$ cat src/rtl/wakeup_select_sched.sv
module wakeup_select_sched #(
  parameter int S     = 8,
  parameter int N     = 2,
  parameter int C     = 4,
  parameter int TAG_W = 8
) (
  input  logic                        clk,
  input  logic                        rst_n,
  input  logic [N-1:0]                disp_valid,
  input  logic [N-1:0][TAG_W-1:0]     disp_tag,
  input  logic [N-1:0][1:0]           disp_op,
  input  logic [N-1:0]                disp_s1_use,
  input  logic [N-1:0]                disp_s1_rdy,
  input  logic [N-1:0][TAG_W-1:0]     disp_s1_tag,
  input  logic [N-1:0]                disp_s2_use,
  input  logic [N-1:0]                disp_s2_rdy,
  input  logic [N-1:0][TAG_W-1:0]     disp_s2_tag,
  input  logic [C-1:0]                cmp_valid,
  input  logic [C-1:0][TAG_W-1:0]     cmp_tag,
  output logic [N-1:0]                iss_valid,
  output logic [N-1:0][TAG_W-1:0]     iss_tag,
  output logic [N-1:0][1:0]           iss_op,
  output logic [$clog2(S+1)-1:0]      occupancy
);
  localparam int IW = $clog2(S);
  localparam int CW = $clog2(S+1);

  logic [S-1:0]       e_v, e_r1, e_r2;
  logic [TAG_W-1:0]   e_tag [S];
  logic [TAG_W-1:0]   e_t1  [S];
  logic [TAG_W-1:0]   e_t2  [S];
  logic [1:0]         e_op  [S];

  logic [S-1:0]       w1, w2, cand, taken;
  logic [N-1:0]       put;
  logic [IW-1:0]      put_idx [N];
  logic [N-1:0]       d1r, d2r;
  logic [CW-1:0]      iss_cnt, disp_cnt, free_cnt;

  function automatic logic hit(input logic [TAG_W-1:0] t,
                               input logic [C-1:0] cv,
                               input logic [C-1:0][TAG_W-1:0] ct);
    logic h;
    h = 1'b0;
    for (int c = 0; c < C; c++)
      if (cv[c] && ct[c] == t) h = 1'b1;
    return h;
  endfunction

  always_comb begin
    logic             found;
    int               bi;
    logic [TAG_W-1:0] bt;
    logic [S-1:0]     busy;

    for (int i = 0; i < S; i++) begin
      w1[i]   = e_r1[i] | hit(e_t1[i], cmp_valid, cmp_tag);
      w2[i]   = e_r2[i] | hit(e_t2[i], cmp_valid, cmp_tag);
      cand[i] = e_v[i] & w1[i] & w2[i];
    end

    taken = '0;
    for (int k = 0; k < N; k++) begin
      found = 1'b0;
      bi    = 0;
      bt    = '0;
      for (int i = 0; i < S; i++)
        if (cand[i] && !taken[i] && (!found || e_tag[i] < bt)) begin
          found = 1'b1;
          bi    = i;
          bt    = e_tag[i];
        end
      iss_valid[k] = found;
      iss_tag[k]   = bt;
      iss_op[k]    = found ? e_op[bi] : 2'd0;
      if (found) taken[bi] = 1'b1;
    end

    busy = e_v & ~taken;
    for (int k = 0; k < N; k++) begin
      put[k]     = 1'b0;
      put_idx[k] = '0;
      if (disp_valid[k])
        for (int i = 0; i < S; i++)
          if (!busy[i] && !put[k]) begin
            put[k]     = 1'b1;
            put_idx[k] = IW'(i);
          end
      if (put[k]) busy[put_idx[k]] = 1'b1;
      d1r[k] = !disp_s1_use[k] | disp_s1_rdy[k] | hit(disp_s1_tag[k], cmp_valid, cmp_tag);
      d2r[k] = !disp_s2_use[k] | disp_s2_rdy[k] | hit(disp_s2_tag[k], cmp_valid, cmp_tag);
    end
  end

  always_ff @(posedge clk) begin
    if (!rst_n) begin
      e_v <= '0;
    end else begin
      e_r1 <= w1;
      e_r2 <= w2;
      e_v  <= e_v & ~taken;
      for (int k = 0; k < N; k++)
        if (put[k]) begin
          e_v[put_idx[k]]   <= 1'b1;
          e_tag[put_idx[k]] <= disp_tag[k];
          e_op[put_idx[k]]  <= disp_op[k];
          e_t1[put_idx[k]]  <= disp_s1_tag[k];
          e_t2[put_idx[k]]  <= disp_s2_tag[k];
          e_r1[put_idx[k]]  <= d1r[k];
          e_r2[put_idx[k]]  <= d2r[k];
        end
    end
  end

  assign occupancy = CW'($countones(e_v));
  assign iss_cnt   = CW'($countones(iss_valid));
  assign disp_cnt  = CW'($countones(disp_valid));
  assign free_cnt  = CW'(S) - occupancy + iss_cnt;


  occ_bound_chk: assert property (@(posedge clk) disable iff (!rst_n)
    occupancy <= CW'(S));


  occ_track_chk: assert property (@(posedge clk) disable iff (!rst_n)
    $past(rst_n) |-> occupancy == $past(occupancy) - $past(iss_cnt) + $past(disp_cnt));


  disp_fit_chk: assert property (@(posedge clk) disable iff (!rst_n)
    disp_cnt <= free_cnt);


  grant_full_chk: assert property (@(posedge clk) disable iff (!rst_n)
    (cand & ~taken) != '0 |-> iss_valid[N-1]);


  reset_empty_chk: assert property (@(posedge clk)
    $past(!rst_n) |-> occupancy == '0);

  generate
    for (genvar k = 1; k < N; k++) begin : g_order

      age_order_chk: assert property (@(posedge clk) disable iff (!rst_n)
        iss_valid[k] |-> iss_valid[k-1] && iss_tag[k-1] < iss_tag[k]);
    end
  endgenerate
endmodule

$ cat config.mk
export PLATFORM = sky130hd
export DESIGN_NAME = wakeup_select_sched
export DESIGN_NICKNAME = d
export VERILOG_FILES = /design/src/rtl/wakeup_select_sched.sv
export SDC_FILE = /design/constraint.sdc
export NUM_CORES = 1
export LEC_CHECK = 0
export BUFFER_PORTS_ARGS = -buffer_cell sky130_fd_sc_hd__clkbuf_2
export CORE_UTILIZATION = 35
export DETAILED_ROUTE_END_ITERATION = 7
export HOLD_SLACK_MARGIN = 0.03
export PLACE_DENSITY = 0.57
export SLEW_MARGIN = 5
export SYNTH_ARGS = -nofsm -noshare
export SYNTH_HDL_FRONTEND = slang
export SYNTH_SLANG_ARGS = --single-unit
export TNS_END_PERCENT = 5
$ cat constraint.sdc
create_clock -name clk -period 79.4 [get_ports clk]
set_clock_uncertainty 0.1 [all_clocks]
set_input_delay 23.82 -clock clk [delete_from_list [all_inputs] [get_ports clk]]
set_output_delay 23.82 -clock clk [all_outputs]
set_load 0.1 [all_outputs]
==> results of run 1 <==
==> what timing repair did <==
action                                  CTS  global route
endpoints found under the setup margin    0            10
endpoints found under the hold margin     0             0
hold buffers                              0             0
resized for setup                         0            18
==> routing by layer <==
| layer | global-route usage [%] | up-vias | share of wire, % |
|---|---|---|---|
| met3 | 5.29 | 367 | 9.5 |
| met4 | 16.6 | 6 | 6.9 |
| met2 | 44.4 | 1257 | 45 |
| met5 | 0 | - | 0.040 |
| li1 | - | 8983 | - |
| met1 | 34.7 | 10200 | 39 |
==> cells in the final DEF, fill, tap and decap left out, types with 65 or more instances in the layout <==
| cell type | count |
|---|---|
| xnor2_1 | 193 |
| nor2_1 | 83 |
| a21oi_1 | 74 |
| mux2i_1 | 73 |
| mux2_1 | 104 |
| mux2_2 | 116 |
| inv_1 | 112 |
| nand2_1 | 94 |
| edfxtp_1 | 224 |
| clkbuf_2 | 115 |
| nor4_1 | 87 |
| nand3_1 | 66 |
| o21ai_0 | 65 |
| nand4_1 | 68 |
| xor2_1 | 448 |
| ha_1 | 101 |
==> critical path: cells and delay by family <==
| family | cells | cell delay, ns |
|---|---|---|
| muxes | 7 | 2.09 |
| buffers and inverters | 20 | 3.45 |
| adders and majority gates | 14 | 4.12 |
| AOI/OAI and AO/OA | 73 | 13.38 |
| and+or+nand+nor | 39 | 6.43 |
| xor gates and xnor gates | 1 | 0.26 |
==> cells by family after synthesis <==
logic type / synth area share [%]
AO/OA/AOI/OAI: 10.4
XOR/XNOR: 23.4
adder cells (fa/ha/maj): 5.65
buffers and inverters: 5.50
flip-flops: 28.8
multiplexers: 13.4
AND/OR/NAND/NOR: 12.8
==> cells in the mapped netlist, drive strengths merged (11+ instances only) <==
cell,instances,share of area (%)
xor2,448,16
edfxtp,224,28
mux2,220,10
xnor2,193,7.1
inv,112,1.8
ha,101,5.3
buf,98,2.5
nand2,94,1.5
nor4,90,2.4
nor2,84,1.3
clkbuf,80,1.3
a21oi,77,1.6
mux2i,73,3.1
o21ai,72,1.6
nand4,68,1.8
nand3,66,1.4
nor3,62,1.3
a21o,34,1.1
a31oi,28,0.76
nand2b,20,0.52
and3,19,0.50
o21a,18,0.57
nor2b,13,0.34
and2,11,0.29
==> flip-flops by register name, summed over array words and instances, names as in the netlist <==
signal and flops:
e_t2 64, e_r1 8, e_op 16, e_tag 64, e_t1 64, e_r2 8, e_v 8
==> metrics by stage <==
step           setup TNS, ns  instances  cell area, um2
4_1_cts                    0       3410           26500
5_1_grt              -0.0994       3412           26600
3_3_place_gp               0       3355           25400
3_5_place_dp               0       3355           25400
2_1_floorplan              0       2473           23900
6_report                   0       3415           26600
==> worst max path at each step <==
stage | cells after the start | start | endpoint | slack, ns
3_3_place_gp | 149 | cmp_tag[12] | iss_op[3] | 1.40
5_1_grt | 155 | cmp_tag[12] | iss_op[2] | -0.07
6_report | 154 | cmp_tag[12] | iss_op[2] | 1.88
4_1_cts | 158 | cmp_tag[12] | iss_op[2] | 0.53
3_5_place_dp | 158 | cmp_tag[12] | iss_op[2] | 0.64
2_1_floorplan | 159 | cmp_tag[28] | iss_op[2] | 1.19
==> report_power, final <==
group	internal (uW)	total (uW)	switching, uW
Clock	84.0	147	62.9
Sequential	140	147	6.22
Combinational	46.6	141	94.0
==> final cells by class <==
cell class | count | area, um2 | share of cell area, %
clock buffers | 31 | 764 | 2.88
well taps | 873 | 1090 | 4.11
clock inverters | 24 | 280 | 1.05
flip-flops and latches | 232 | 6890 | 25.9
diodes | 3 | 7.51 | 0.0283
inverters | 112 | 420 | 1.58
multi-input cells | 1953 | 15900 | 59.8
repair buffers | 187 | 1240 | 4.67
==> impl_metrics.py, run 1 <==
metrics = {
    "critical_path": {
        "critPathKind": "in2out",
        "critical_path_arrival_ns": 53.60,
        "timing.rr.end": "e_tag[5][1]",
        "worstRegToRegCells": 154,
        "reg2reg_from": "e_t2[0][5]",
        "worst_path_most_repeated_cell": "a21o_1",
        "startpoint_type": "input port",
        "r2r_setup_slack_ns": 46.68,
        "slowest_stage": "a2111o_1",
        "cp-end-kind": "output pin",
        "critical-path-max-stage-delay_ns": 0.41,
        "crit_fanout": 24,
        "cp.required_ns": 55.48,
    },
    "placement": {
        "pre_cts_ws_ns": 0.642,
        "io_buffers": 125,
        "place.gp.congestion": 1.00,
        "dp_hpwl_um": 70000,
    },
    "routing": {
        "avgViaCountPerCell": 6.10,
        "first_pass_iters": 5,
        "drc": 0,
        "routed_wl_um": 99400,
        "wire_per_inst_um": 29.1,
        "drtAntennaViolNets": 0,
        "drtIter0Drc": 2132,
        "vias": 20800,
    },
    "pwr": {
        "p_leak_uw": 0.00998,
        "vdd_drop_max_v": 0.0000170,
        "powerDensity_mw_per_mm2": 16.3,
        "power.total_uw": 434,
    },
    "clocking": {
        "worstSkewPairLatency_ns": 0.62,
        "cts_made_buffers": 30,
        "clk_pin_slew_ns": 0.06,
        "ctsRootBufferMaster": "clkbuf_16",
        "cts_tree": "built",
        "postCtsSetupRepairBufs": 0,
        "clockBufferDepth": 3,
        "cts_sinks": 232,
        "h-tree-depth": 1,
    },
    "yosys": {
        "netlist_area_mm2": 0.0239,
        "synth-seq-area-share_pct": 28.8,
        "ys_types": 99,
        "avgSynthCellArea_um2": 9.68,
        "synth_async_sr_flop_share_pct": 0,
        "ys_warn_count": 0,
        "synth-edff-count": 224,
        "synth_seq_cells": 232,
        "synth_nets": 2678,
        "netlist_instances": 2473,
        "synth_flop_cell": "edfxtp_1",
    },
    "hold_path": {
        "min_from": "e_r2[1]",
        "holdPathStages": 4,
        "hold_path_end": "e_r2[1]",
        "worstHoldPathType": "reg2reg",
    },
    "floorplanning": {
        "io-pin-count": 126,
        "dieArea_mm2": 0.0695,
        "die_y_um": 264,
        "die_w_um": 264,
        "rows": 95,
        "core-area_mm2": 0.0674,
        "initial_core_util_pct": 35.5,
    },
    "outcome": {
        "status": "finished, final reports clean",
    },
    "sta": {
        "setup_ws_ns": 1.88,
        "setup_viol": 0,
        "fin_crit_sh_pct": 97.6,
        "layout_min_cycle_time_ns": 77.52,
        "maxSlewHeadroom_pct": 15.2,
        "slew_violations": 0,
        "hold_violations": 0,
        "fmax_ghz": 0.0129,
        "worst_pin_slew_ns": 1.27,
        "hold_slack_ns": 0.662,
    },
    "grt": {
        "grt_pass1_wl_um": 143000,
        "gr-total-overflow": 0,
        "antenna_found_initial": 5,
        "grt_max_degree": 31,
        "grt_pass1_vias": 20500,
        "grt_usage_pct": 27.8,
    },
    "run": {
        "maxCapViolations": 0,
    },
    "final_layout": {
        "fill_cells": 6529,
        "drive_gt1_share_pct": 16.7,
        "post-route-util_pct": 39.4,
        "area_delta_synth_final_pct": 11.0,
        "nets": 2721,
    },
}
No activity file was read; power rests on OpenSTA's default activity.
==> run 2, diff against run 1 <==
--- a/config.mk
+++ b/config.mk
@@ -9,7 +9,7 @@
 export CORE_UTILIZATION = 35
 export DETAILED_ROUTE_END_ITERATION = 7
 export HOLD_SLACK_MARGIN = 0.03
-export PLACE_DENSITY = 0.57
+export PLACE_DENSITY = 0.52
 export SLEW_MARGIN = 5
 export SYNTH_ARGS = -nofsm -noshare
 export SYNTH_HDL_FRONTEND = slang
==> impl_metrics.py, run 2 (synthesized netlist as in run 1, its figures left out) <==
metrics = {
    "hold_path": {
        "hold_path_end": "e_r1[2]",
        "worstHoldPathType": "reg2reg",
        "min_from": "e_r1[2]",
        "holdPathStages": 3,
    },
    "final_layout": {
        "drive_gt1_share_pct": 17.0,
        "layout_commonest_cell": "xor2_1",
        "post-route-util_pct": 39.6,
        "nets": 2732,
        "layout_common_cells": "448 x xor2_1, 224 x edfxtp_1, 193 x xnor2_1, 116 x mux2_2, 115 x clkbuf_2",
        "area_delta_synth_final_pct": 11.5,
        "fill_cells": 6607,
    },
    "sta": {
        "maxSlewHeadroom_pct": 21.6,
        "worst_pin_slew_ns": 1.16,
        "hold_violations": 0,
        "slew_violations": 0,
        "setup_viol": 0,
        "fmax_ghz": 0.0129,
        "fin_crit_sh_pct": 97.3,
        "layout_min_cycle_time_ns": 77.29,
    },
    "grt": {
        "antenna_found_initial": 6,
        "gr-total-overflow": 0,
        "grt_max_degree": 31,
        "grt_usage_pct": 28.4,
        "grt_pass1_wl_um": 145000,
        "grt_pass1_vias": 20500,
    },
    "critical_path": {
        "crit_buf_inv": 21,
        "r2r_setup_slack_ns": 46.80,
        "worst_path_most_repeated_cell": "a21o_1",
        "critical-path-max-stage-delay_ns": 0.80,
        "critical_path_arrival_ns": 53.37,
        "reg2reg_from": "e_t2[0][4]",
        "timing.rr.end": "e_t2[3][6]",
        "critPathKind": "in2out",
        "path_delay_family": "compound AO/OA/AOI/OAI gates",
        "cp_num_cells": 150,
        "crit_fanout": 20,
        "startpoint_type": "input port",
        "cp-end-kind": "output pin",
        "worstRegToRegCells": 156,
        "slowest_stage": "nor4_1",
        "cp.required_ns": 55.48,
    },
    "placement": {
        "place.gp.congestion": 0.986,
        "dp_hpwl_um": 70800,
        "io_buffers": 125,
    },
    "routing": {
        "drtAntennaViolNets": 0,
        "first_pass_iters": 6,
        "routed_wl_um": 101000,
        "drc": 0,
        "wire_per_inst_um": 29.5,
        "vias": 20700,
        "avgViaCountPerCell": 6.04,
        "drtIter0Drc": 2271,
    },
    "outcome": {
        "status": "finished, final reports clean",
    },
    "clocking": {
        "clk_pin_slew_ns": 0.06,
        "cts_tree": "built",
        "hold_buffers": 0,
        "ctsRootBufferMaster": "clkbuf_16",
        "clockBufferDepth": 3,
        "worstSkewPairLatency_ns": 0.62,
        "cts_made_buffers": 31,
        "h-tree-depth": 1,
        "cts_sinks": 232,
    },
    "pwr": {
        "vdd_drop_max_v": 0.0000178,
        "power.total_uw": 437,
        "powerDensity_mw_per_mm2": 16.4,
        "p_leak_uw": 0.0100,
    },
    "floorplanning": {
        "io-pin-count": 126,
        "rows": 95,
        "dieArea_mm2": 0.0695,
        "die_w_um": 264,
        "core-area_mm2": 0.0674,
        "die_y_um": 264,
        "initial_core_util_pct": 35.5,
    },
    "run": {
        "maxCapViolations": 0,
    },
}
## run 2: area by class of cell
| class | count | area, um2 | share of cell area (%) |
|---|---|---|---|
| Sequential cell | 232 | 6890 | 25.8 |
| Tap cell | 873 | 1090 | 4.09 |
| Clock inverter | 25 | 255 | 0.957 |
| Inverter | 112 | 420 | 1.58 |
| Multi-Input combinational cell | 1953 | 15900 | 59.6 |
| Antenna cell | 4 | 10.0 | 0.0375 |
| Clock buffer | 33 | 783 | 2.94 |
| Timing Repair Buffer | 197 | 1320 | 4.95 |
## run 2: stage by stage
stage / area [um2] / TNS [ns] / instances / setup WS [ns] / hold WS [ns]
2_1_floorplan: 23900 / 0 / 2473 / 1.19 / 0.578
3_3_place_gp: 25400 / 0 / 3358 / 1.27 / 0.651
3_5_place_dp: 25400 / 0 / 3358 / 0.599 / 0.726
4_1_cts: 26500 / 0 / 3416 / 0.447 / 0.735
5_1_grt: 26700 / -0.000181 / 3429 / -0.000181 / 0.772
6_report: 26700 / 0 / 3429 / 2.11 / 0.750
## run 2: worst max path at each step
stage | start | to | slack (ns)
global route | cmp_tag[10] | iss_op[2] | -0.0002
CTS | cmp_tag[10] | iss_op[2] | 0.45
global placement | cmp_tag[10] | iss_op[2] | 1.27
finish | cmp_tag[10] | iss_op[2] | 2.11
detailed placement | cmp_tag[10] | iss_op[2] | 0.60
floorplan | cmp_tag[28] | iss_op[2] | 1.19
## run 2: worst register-to-register path: cells and delay by family (launching register included)
family          cells  cell delay [ns]
compound gates     73            14.53
mux                 5             1.45
simple gates       42             7.30
buf+inv            21             3.98
flops               1             0.53
xor+xnor            1             0.21
fa+ha+maj          14             4.18
## run 2: repair_timing
action	4_1_cts	5_1_grt
resized for setup	0	24
setup buffers	0	7
setup endpoints to repair	0	10
hold endpoints to repair	0	0
## run 2: report_power, final
| part | internal, uW | switching [uW] | total [uW] |
|---|---|---|---|
| logic | 46.9 | 94.4 | 141 |
| clock network | 84.7 | 64.4 | 149 |
| registers | 140 | 6.48 | 147 |
## run 2: per-layer routing
layer	global-route usage [%]	vias up	part of all wire, %
met1	37.3	10200	41
li1	-	9016	-
met2	44.2	1151	44
met4	16.4	2	6.2
met3	4.50	344	8.5
met5	0	-	0.013
